### src/rtl/irq_nest_pkg.sv
package irq_nest_pkg;
    localparam int unsigned LINE_COUNT = 32;
    localparam int unsigned LEVEL_BITS = 2;
    localparam int unsigned EXC_OFFSET = 16;
    localparam int unsigned ADDR_BITS  = 12;
    localparam int unsigned DATA_BITS  = 32;
    localparam int unsigned OFS_EN_SET = 'h100;
    localparam int unsigned OFS_EN_CLR = 'h180;
    localparam int unsigned OFS_PD_SET = 'h200;
    localparam int unsigned OFS_PD_CLR = 'h280;
    localparam int unsigned OFS_LEVEL  = 'h400;
    localparam int unsigned LEVEL_LANES = 4;
endpackage

### src/rtl/irq_line_regs.sv
module irq_line_regs
    import irq_nest_pkg::*;
#(
    parameter int unsigned N  = LINE_COUNT,
    parameter int unsigned PW = LEVEL_BITS,
    parameter int unsigned AW = ADDR_BITS,
    parameter int unsigned DW = DATA_BITS,
    localparam int unsigned IW = $clog2(N),
    localparam int unsigned LANE_W = DW / LEVEL_LANES
) (
    input  logic          clk,
    input  logic          rst_n,
    input  logic          bus_sel,
    input  logic          bus_wr,
    input  logic [AW-1:0] bus_addr,
    input  logic [DW-1:0] bus_wdata,
    output logic [DW-1:0] bus_rdata,
    input  logic [N-1:0]  irq_lines,
    input  logic          ack_valid,
    input  logic [IW-1:0] ack_idx,
    output logic [N-1:0]  enable_vec,
    output logic [N-1:0]  pending_vec,
    output logic [N*PW-1:0] level_flat
);
    typedef struct packed {
        logic [N-1:0]    en;
        logic [N-1:0]    pend;
        logic [N*PW-1:0] lvl;
    } reg_state_t;

    reg_state_t st_d, st_q;
    logic       wr_en;

    always_comb begin
        st_d  = st_q;
        wr_en = bus_sel & bus_wr;
        // enable set / clear
        if (wr_en && bus_addr == AW'(OFS_EN_SET)) st_d.en = st_d.en | bus_wdata[N-1:0];
        if (wr_en && bus_addr == AW'(OFS_EN_CLR)) st_d.en = st_d.en & ~bus_wdata[N-1:0];
        // pending: acknowledge clear, software set/clear, then hardware lines
        if (ack_valid) st_d.pend[ack_idx] = 1'b0;
        if (wr_en && bus_addr == AW'(OFS_PD_SET)) st_d.pend = st_d.pend | bus_wdata[N-1:0];
        if (wr_en && bus_addr == AW'(OFS_PD_CLR)) st_d.pend = st_d.pend & ~bus_wdata[N-1:0];
        st_d.pend = st_d.pend | irq_lines;
        // level words: four lines per word, one byte lane each
        for (int i = 0; i < N; i++) begin
            if (wr_en && bus_addr == AW'(OFS_LEVEL + 4 * (i / LEVEL_LANES))) begin
                st_d.lvl[i*PW +: PW] = bus_wdata[LANE_W*(i % LEVEL_LANES) +: PW];
            end
        end
    end

    always_comb begin
        bus_rdata = '0;
        if (bus_sel && !bus_wr) begin
            if (bus_addr == AW'(OFS_EN_SET) || bus_addr == AW'(OFS_EN_CLR)) begin
                bus_rdata[N-1:0] = st_q.en;
            end
            if (bus_addr == AW'(OFS_PD_SET) || bus_addr == AW'(OFS_PD_CLR)) begin
                bus_rdata[N-1:0] = st_q.pend;
            end
            for (int i = 0; i < N; i++) begin
                if (bus_addr == AW'(OFS_LEVEL + 4 * (i / LEVEL_LANES))) begin
                    bus_rdata[LANE_W*(i % LEVEL_LANES) +: PW] = st_q.lvl[i*PW +: PW];
                end
            end
        end
    end

    always_ff @(posedge clk or negedge rst_n) begin
        if (!rst_n) st_q <= '0;
        else        st_q <= st_d;
    end

    assign enable_vec  = st_q.en;
    assign pending_vec = st_q.pend;
    assign level_flat  = st_q.lvl;
endmodule

### src/rtl/irq_pick.sv
module irq_pick
    import irq_nest_pkg::*;
#(
    parameter int unsigned N  = LINE_COUNT,
    parameter int unsigned PW = LEVEL_BITS,
    localparam int unsigned IW = $clog2(N)
) (
    input  logic [N-1:0]    eligible,
    input  logic [N*PW-1:0] level_flat,
    output logic            found,
    output logic [IW-1:0]   win_idx,
    output logic [PW-1:0]   win_level
);
    // Strict less-than keeps the lower index on equal levels.
    always_comb begin
        found     = 1'b0;
        win_idx   = '0;
        win_level = '0;
        for (int i = 0; i < N; i++) begin
            if (eligible[i] && (!found || level_flat[i*PW +: PW] < win_level)) begin
                found     = 1'b1;
                win_idx   = IW'(i);
                win_level = level_flat[i*PW +: PW];
            end
        end
    end
endmodule

### src/rtl/irq_active_stack.sv
module irq_active_stack
    import irq_nest_pkg::*;
#(
    parameter int unsigned PW = LEVEL_BITS,
    localparam int unsigned DEPTH = 1 << PW,
    localparam int unsigned CW = $clog2(DEPTH + 1)
) (
    input  logic          clk,
    input  logic          rst_n,
    input  logic          push,
    input  logic [PW-1:0] push_level,
    input  logic          pop,
    output logic [CW-1:0] depth,
    output logic [PW-1:0] top_level,
    output logic          empty
);
    typedef struct packed {
        logic [DEPTH*PW-1:0] slots;
        logic [CW-1:0]       cnt;
    } stk_state_t;

    stk_state_t st_d, st_q;
    logic [CW-1:0] after_pop;

    always_comb begin
        st_d      = st_q;
        after_pop = st_q.cnt;
        if (pop && st_q.cnt != '0) after_pop = st_q.cnt - 1'b1;
        st_d.cnt = after_pop;
        if (push && after_pop != CW'(DEPTH)) begin
            for (int i = 0; i < DEPTH; i++) begin
                if (CW'(i) == after_pop) st_d.slots[i*PW +: PW] = push_level;
            end
            st_d.cnt = after_pop + 1'b1;
        end
    end

    always_comb begin
        top_level = '0;
        for (int i = 0; i < DEPTH; i++) begin
            if (CW'(i + 1) == st_q.cnt) top_level = st_q.slots[i*PW +: PW];
        end
    end

    always_ff @(posedge clk or negedge rst_n) begin
        if (!rst_n) st_q <= '0;
        else        st_q <= st_d;
    end

    assign depth = st_q.cnt;
    assign empty = (st_q.cnt == '0);
endmodule

### src/rtl/irq_nest_ctrl.sv
module irq_nest_ctrl
    import irq_nest_pkg::*;
#(
    parameter int unsigned N  = LINE_COUNT,
    parameter int unsigned PW = LEVEL_BITS,
    parameter int unsigned AW = ADDR_BITS,
    parameter int unsigned DW = DATA_BITS,
    localparam int unsigned IW = $clog2(N),
    localparam int unsigned EW = $clog2(EXC_OFFSET + N),
    localparam int unsigned CW = $clog2((1 << PW) + 1)
) (
    input  logic          clk,
    input  logic          rst_n,
    input  logic          bus_sel,
    input  logic          bus_wr,
    input  logic [AW-1:0] bus_addr,
    input  logic [DW-1:0] bus_wdata,
    output logic [DW-1:0] bus_rdata,
    input  logic [N-1:0]  irq_lines,
    input  logic          mask_in,
    output logic          cpu_req,
    output logic [EW-1:0] cpu_excnum,
    input  logic          cpu_ack,
    input  logic          cpu_ret,
    output logic [CW-1:0] active_depth,
    output logic [PW-1:0] active_prio
);
    logic [N-1:0]    enable_vec, pending_vec;
    logic [N*PW-1:0] level_flat;
    logic            found;
    logic [IW-1:0]   win_idx;
    logic [PW-1:0]   win_prio;
    logic [PW-1:0]   top_level;
    logic            stk_empty;
    logic            preempt_ok;
    logic            take;

    irq_line_regs #(.N(N), .PW(PW), .AW(AW), .DW(DW)) u_regs (
        .clk        (clk),
        .rst_n      (rst_n),
        .bus_sel    (bus_sel),
        .bus_wr     (bus_wr),
        .bus_addr   (bus_addr),
        .bus_wdata  (bus_wdata),
        .bus_rdata  (bus_rdata),
        .irq_lines  (irq_lines),
        .ack_valid  (take),
        .ack_idx    (win_idx),
        .enable_vec (enable_vec),
        .pending_vec(pending_vec),
        .level_flat (level_flat)
    );

    irq_pick #(.N(N), .PW(PW)) u_pick (
        .eligible  (pending_vec & enable_vec),
        .level_flat(level_flat),
        .found     (found),
        .win_idx   (win_idx),
        .win_level (win_prio)
    );

    irq_active_stack #(.PW(PW)) u_stack (
        .clk       (clk),
        .rst_n     (rst_n),
        .push      (take),
        .push_level(win_prio),
        .pop       (cpu_ret),
        .depth     (active_depth),
        .top_level (top_level),
        .empty     (stk_empty)
    );

    assign preempt_ok  = stk_empty || (win_prio < top_level);
    assign cpu_req     = found && !mask_in && preempt_ok;
    assign take        = cpu_req && cpu_ack;
    assign cpu_excnum  = EW'(EXC_OFFSET) + EW'(win_idx);
    assign active_prio = stk_empty ? '0 : top_level;
endmodule

### config.mk
export PLATFORM = sky130hd
export DESIGN_NAME = irq_nest_ctrl
export DESIGN_NICKNAME = d
export VERILOG_FILES = /design/src/rtl/irq_nest_pkg.sv /design/src/rtl/irq_line_regs.sv /design/src/rtl/irq_pick.sv /design/src/rtl/irq_active_stack.sv /design/src/rtl/irq_nest_ctrl.sv
export SDC_FILE = /design/constraint.sdc
export NUM_CORES = 1
export LEC_CHECK = 0
export CORE_ASPECT_RATIO = 0.5
export CORE_MARGIN = 1.5
export CORE_UTILIZATION = 35
export DETAILED_ROUTE_END_ITERATION = 12
export PLACE_DENSITY = 0.63
export SETUP_SLACK_MARGIN = 0.2
export SLEW_MARGIN = 0
export SYNTH_ARGS = -nofsm -noshare
export SYNTH_HDL_FRONTEND = slang
export SYNTH_HIERARCHICAL = 1
export SYNTH_SLANG_ARGS = --single-unit
### constraint.sdc
create_clock -name clk -period 34.6 [get_ports clk]
set_input_delay 10.38 -clock clk [delete_from_list [all_inputs] [get_ports clk]]
set_output_delay 10.38 -clock clk [all_outputs]
set_load 0.005 [all_outputs]
# [After elaboration in Yosys (flattened, before gate mapping)]
# Cells that the tools add are included.
[op_classes] n_addsub=3 order_cmp=34 eq_ne=20 mux=144 bitwise_logic=10 reduce_logical=124
[ops] cell="2-to-1 mux 32 bit" count=8
[ops] cell="2-to-1 mux 2 bit" count=71
[ops] cell="AND 32 bit" count=4
[ops] cell="== test 12 x 11 -> 1 bit, second input constant" count=8
[ops] cell="OR 32 bit" count=3
[ops] cell="2-to-1 mux 5 bit" count=16
[ops] cell="less-than comparator 2 bit" count=32
[ops] cell="NOT 32 bit" count=2
[ops] cell="logical AND 1 bit" count=50
[ops] cell="logical OR 1 bit" count=34
[ops] cell="2-to-1 mux 1 bit" count=34
[ops] cell="logical NOT 1 bit" count=33
[ops] cell="2-to-1 mux 4 bit" count=8
[ops] cell="== test 12 x 10 -> 1 bit, second input constant" count=2
[ops] cell="== test 12 x 9 -> 1 bit, second input constant" count=2
[ops] cell="2-to-1 mux 3 bit" count=6
[ops] cell="== test 2 x 3 -> 1 bit, first input constant" count=4
[ops] cell="AND reduction 2 bit" count=4
[ops] cell="adder 5 x 5 -> 6 bit, first input constant" count=1
[ops] cell="== test 1 x 3 -> 1 bit, first input constant" count=2
[ops] cell="logical NOT 3 bit" count=2
[ops] cell="less-than comparator 5 x 6 -> 1 bit, second input constant" count=1
[ops] cell="demux 1 bit (select 5 bit)" count=1
[ops] cell=">= comparator 5 x 1 -> 1 bit, second input constant" count=1
[ops] cell="6 further kinds" count=6
[totals] regBits=139 inputBits=83 output_inout_bits=44 elab_cells=350

# [Depth between registers and ports, before layout]
[logic_depth] depth_word=138 depth_mapped=48 ltp_nobuf=46

# [Modules after synthesis]
# Netlist, hierarchy kept.
[modules_own_cells] module="irq_line_regs" n_inst=1 cells_per_inst=705 area_per_inst_um2=6802.8 seq_area_each_um2=3203.1
[modules_own_cells] module="irq_pick" n_inst=1 cells_per_inst=634 area_per_inst_um2=3921.3 seq_area_each_um2=0.0
[modules_own_cells] module="irq_active_stack" n_inst=1 cells_per_inst=86 area_per_inst_um2=799.5 seq_area_each_um2=275.3
[modules_own_cells] module="irq_nest_ctrl" n_inst=1 cells_per_inst=44 area_per_inst_um2=289.0 seq_area_each_um2=0.0

# [Worst setup path before layout]
# Ideal clock, no wire load.
[synth_path] path_kind="input to output" startpoint="input bus_addr[9]" endpoint="output bus_rdata[16]" arrival_time_ns=12.137 t_required_ns=24.220 slack_ns=12.083 stages=5 n_path_buf=1 path_cell_list="or4b_2 clkbuf_1 nor4_2 a2111oi_0 nor3_1"
[synth_between] elab_chain_cells=13 word_cells_on_any_way=25 classes_between="eq/ne: 12; mux: 11; reduce/logical: 2"
[synth_lines] element="start, declared" line_no="irq_nest_ctrl.sv:16" source="input logic [AW-1:0] bus_addr,"
[synth_lines] element="== test 12 x 9 -> 1 bit" line_no="irq_line_regs.sv:56" source="if (bus_addr == AW'(OFS_EN_SET) || bus_addr == AW'(OFS_EN_CLR)) begin"
[synth_lines] element="logical OR 1 bit" line_no="irq_line_regs.sv:56"
[synth_lines] element="2-to-1 mux 32 bit" line_no="irq_line_regs.sv:56"
[synth_lines] element="2-to-1 mux 32 bit" line_no="irq_line_regs.sv:59" source="if (bus_addr == AW'(OFS_PD_SET) || bus_addr == AW'(OFS_PD_CLR)) begin"
[synth_lines] element="2-to-1 mux 2 bit (7 in a row)" line_no="irq_line_regs.sv:63" source="if (bus_addr == AW'(OFS_LEVEL + 4 * (i / LEVEL_LANES))) begin"
[synth_lines] element="2-to-1 mux 2 bit (*)" line_no="irq_line_regs.sv:63"
[synth_lines] element="2-to-1 mux 32 bit (*)" line_no="irq_line_regs.sv:55" source="if (bus_sel && !bus_wr) begin"
[synth_lines] element="end, declared" line_no="irq_nest_ctrl.sv:18" source="output logic [DW-1:0] bus_rdata,"
# Mark *: on every way between the ends. The rest lies on a longest branch, timed or not.

# [Worst setup path in the final report]
[layout_path] startpoint="input bus_addr[9]" endpoint="output bus_rdata[17]"
# Same word-level chain as after synthesis.

==> results.toml <==
[floorplanning]
die_x_um = 263
rows = 47
start_util = 0.356
die-area_um2 = 34900
ioPinCount = 127
die_h_um = 133
core_um2 = 33200

[synthesis]
synth_seq_cells = 139
netlist.top_cell.by_area = "dfrtp_1"
synth_xor_area_frac = 0
synthAdderAreaFrac = 0.0245
syn_area_um2 = 11800
synth-edff-count = 0
synthDistinctLibCells = 108
synth_top_family_by_area = "compound AO/OA/AOI/OAI gates"
synth_area_leaders = "dfrtp_1 (29%), a21oi_1 (6.5%), mux2_2 (5.4%)"
netlist_instances = 1469
synth_top_area_share = 0.294
synthFlopType = "dfrtp_1"
yosysSeqAreaShare = 0.294
synth_compound_area_frac = 0.318
avgSynthCellArea_um2 = 8.04
synth_common_cells = "a21oi_1 (154), nand2_1 (141), dfrtp_1 (139), o21ai_0 (115), nor2_1 (98)"
synthMuxAreaShare = 0.0717
synthSimpleGateAreaFrac = 0.239
synthMostInstantiatedCell = "a21oi_1"
yosysWarnings = 6
synth_fp_nets = 1567
synth_async_sr_flop_share = 1.00

[clocking]
postCtsSetupBuffers = 0
cts_resized = 0
cts_hold_buf = 0
clock_path_buffers = 2
cts_sinks = 139
cts_tree = "built"
clock_latency_ns = 0.43
cts-root-buf = "clkbuf_16"
cts.clk_slew.worst_paths_ns = 0.06
cts_made_buffers = 17
htreeDepth = 4

[layout]
drive_gt1_frac = 0.129
fin_cells = 2011
layout.area.seq_um2 = 3480
n_antenna_cell = 0
final_nets = 1656
syn2layout_area_growth_pct = 18.4
fillers = 3347
multi_input_area_um2 = 7750

[place]
routabilityCongestion = 0.944
io_buffer_count = 126
dpl.hpwl_um = 32500
dp_cells = 1980

[flow_run]
maxCapViolCount = 0

[pwr]
leakagePower_nw = 5.42
peakVddDrop_mv = 0.0359
pwr_density_cell_nw_per_um2 = 30.1

[grt]
grt.total_usage = 0.245
grt_pass1_vias = 11416
overflow = 0
antenna_found_initial = 0
grt_max_degree = 87
grt_pass1_wl_um = 66900

[detailed_routing]
wl_met2_um = 19300
ant_nets = 0
drc_errors = 0
vias = 11986
routed_wl_um = 42900
wl_met1_um = 20200
dr_wl_met3_um = 2650
viasPerCell = 5.96
top_layer = "met4"
wl_per_cell_um = 21.3
first_pass_iters = 6
first_iter_violations = 1085

[setup_path]
crit_path_start = "bus_addr[9]"
critPathMaxStageDelay_ns = 0.84
r2r-start = "u_regs/pending_vec[0]$_DFF_PN0_"
reg2reg_to = "u_regs/pending_vec[0]$_DFF_PN0_"
crit_family = "simple AND/OR/NAND/NOR gates"
rrSetupSlack_ns = 22.48
path_cells = "clkdlybuf4s50_1, or4b_2, nor4_2, a2111oi_0, nor3_1, clkdlybuf4s50_1"
setup.worst_path.end = "bus_rdata[17]"
critPathSlowestCell = "or4b_2"
cpMostUsedCell = "clkdlybuf4s50_1"
ff2ff_path_depth = 46
path_buf_inv = 2
path_max_fanout = 13
critical_path.endpoint_type = "output pin"
arrival_ns = 13.77
cp.depth = 6
critPathKind = "primary input to output pin"
critPathRequiredTime_ns = 24.22
start_kind = "primary input"

[sta]
fin_worst_skew_ns = 0.00938
post-route-period-util = 0.698
max-slew-margin-rel = 0.290
rsz0062_at_grt = "no"
setup_tns_ns = 0
tightest_slew_ns = 1.06
maxSlewViolCount = 0
setup_viol = 0
period_minus_slack_ns = 24.15
finalHoldViolations = 0
max_freq_ghz = 0.0414

[min_path]
hold_class = "flop to flop"

[status]
outcome = "completed"
-- placed cells by master (no fill, tap or decap), types with 7 or more instances in the layout --
cell             netlist  layout
nand2b_1              20      20
maj3_1                 9       9
buf_4                  5       8
and3_1                11      10
a31oi_1               16      16
o21bai_1               7       7
a21o_1                17      17
a21boi_0              12      12
a211oi_1              10      10
a22oi_1               56      56
nand2_1              141     141
and2_1                40      40
a21oi_1              154     154
nor3b_1               10      10
o21a_1                10      10
o31ai_1               11      11
nor2b_1               19      19
o211ai_1              16      16
o22ai_1               13      13
mux2_2                57      57
nand3b_1               7       7
or3_1                 10      10
inv_1                 79      79
and3b_1                9       9
nand3_1               39      39
o21ai_1               11      11
dfrtp_1              139     139
o21ai_0              115     115
a221oi_1              12      12
nor2_1                98      97
clkbuf_16              0      17
clkdlybuf4s50_1        0     125
nand4_1               12      12
mux2_4                 8       8
nor3_1                31      31
ha_1                  15      15
or2_2                 29      29
-- worst min path at each step --
stage                                            from                     endpoint  slack [ns]  depth (start not counted)
after floorplan           u_stack/st_q[7]$_DFFE_PN0P_  u_stack/st_q[7]$_DFFE_PN0P_        0.48                          1
after global placement    u_stack/st_q[3]$_DFFE_PN0P_  u_stack/st_q[3]$_DFFE_PN0P_        0.49                          1
after detailed placement  u_stack/st_q[3]$_DFFE_PN0P_  u_stack/st_q[3]$_DFFE_PN0P_        0.50                          1
after CTS                 u_stack/st_q[5]$_DFFE_PN0P_  u_stack/st_q[5]$_DFFE_PN0P_        0.51                          1
after global routing      u_stack/st_q[3]$_DFFE_PN0P_  u_stack/st_q[3]$_DFFE_PN0P_        0.53                          1
final                     u_stack/st_q[8]$_DFFE_PN0P_  u_stack/st_q[8]$_DFFE_PN0P_        0.51                          1
-- cell families after synthesis --
| group | count (synthesis) |
|---|---|
| compound gates | 561 |
| mux | 73 |
| flops | 139 |
| simple gates | 524 |
| fa+ha+maj | 25 |
| buf+inv | 147 |
-- report_power, final --
part | switching, W | internal, W
clock network | 0.0000709 | 0.000111
registers | 0.00000400 | 0.000165
logic | 0.0000420 | 0.0000291
-- per-layer routing --
metal / vias to the layer above / track usage
met3: 55 / 0.0376
met1: 5872 / 0.344
li1: 5631 / -
met5: - / 0
met2: 428 / 0.394
met4: 0 / 0.0623
-- cell type report --
class | count | share of cell area
tap | 441 | 0.0394
timing repair buffer | 134 | 0.0945
sequential | 139 | 0.249
clock inverter | 7 | 0.00644
clock buffer | 24 | 0.0344
inverter | 83 | 0.0223
multi-input combinational | 1183 | 0.554
-- stage by stage --
| step | worst slack (ns) | util | instance area (um2) | hold WS [ns] | power (W) |
|---|---|---|---|---|---|
| finish | 10.45 | 0.422 | 14000 | 0.510 | 0.000422 |
| global route | 10.27 | 0.422 | 14000 | 0.528 | 0.000440 |
| CTS | 10.48 | 0.422 | 14000 | 0.511 | 0.000423 |
| detailed placement | 10.52 | 0.405 | 13400 | 0.499 | 0.000242 |
| global placement | 10.52 | 0.405 | 13400 | 0.493 | 0.000242 |
| floorplan | 12.08 | - | 11800 | 0.480 | 0.000212 |
Note: power is estimated with default switching activity, not from simulation.
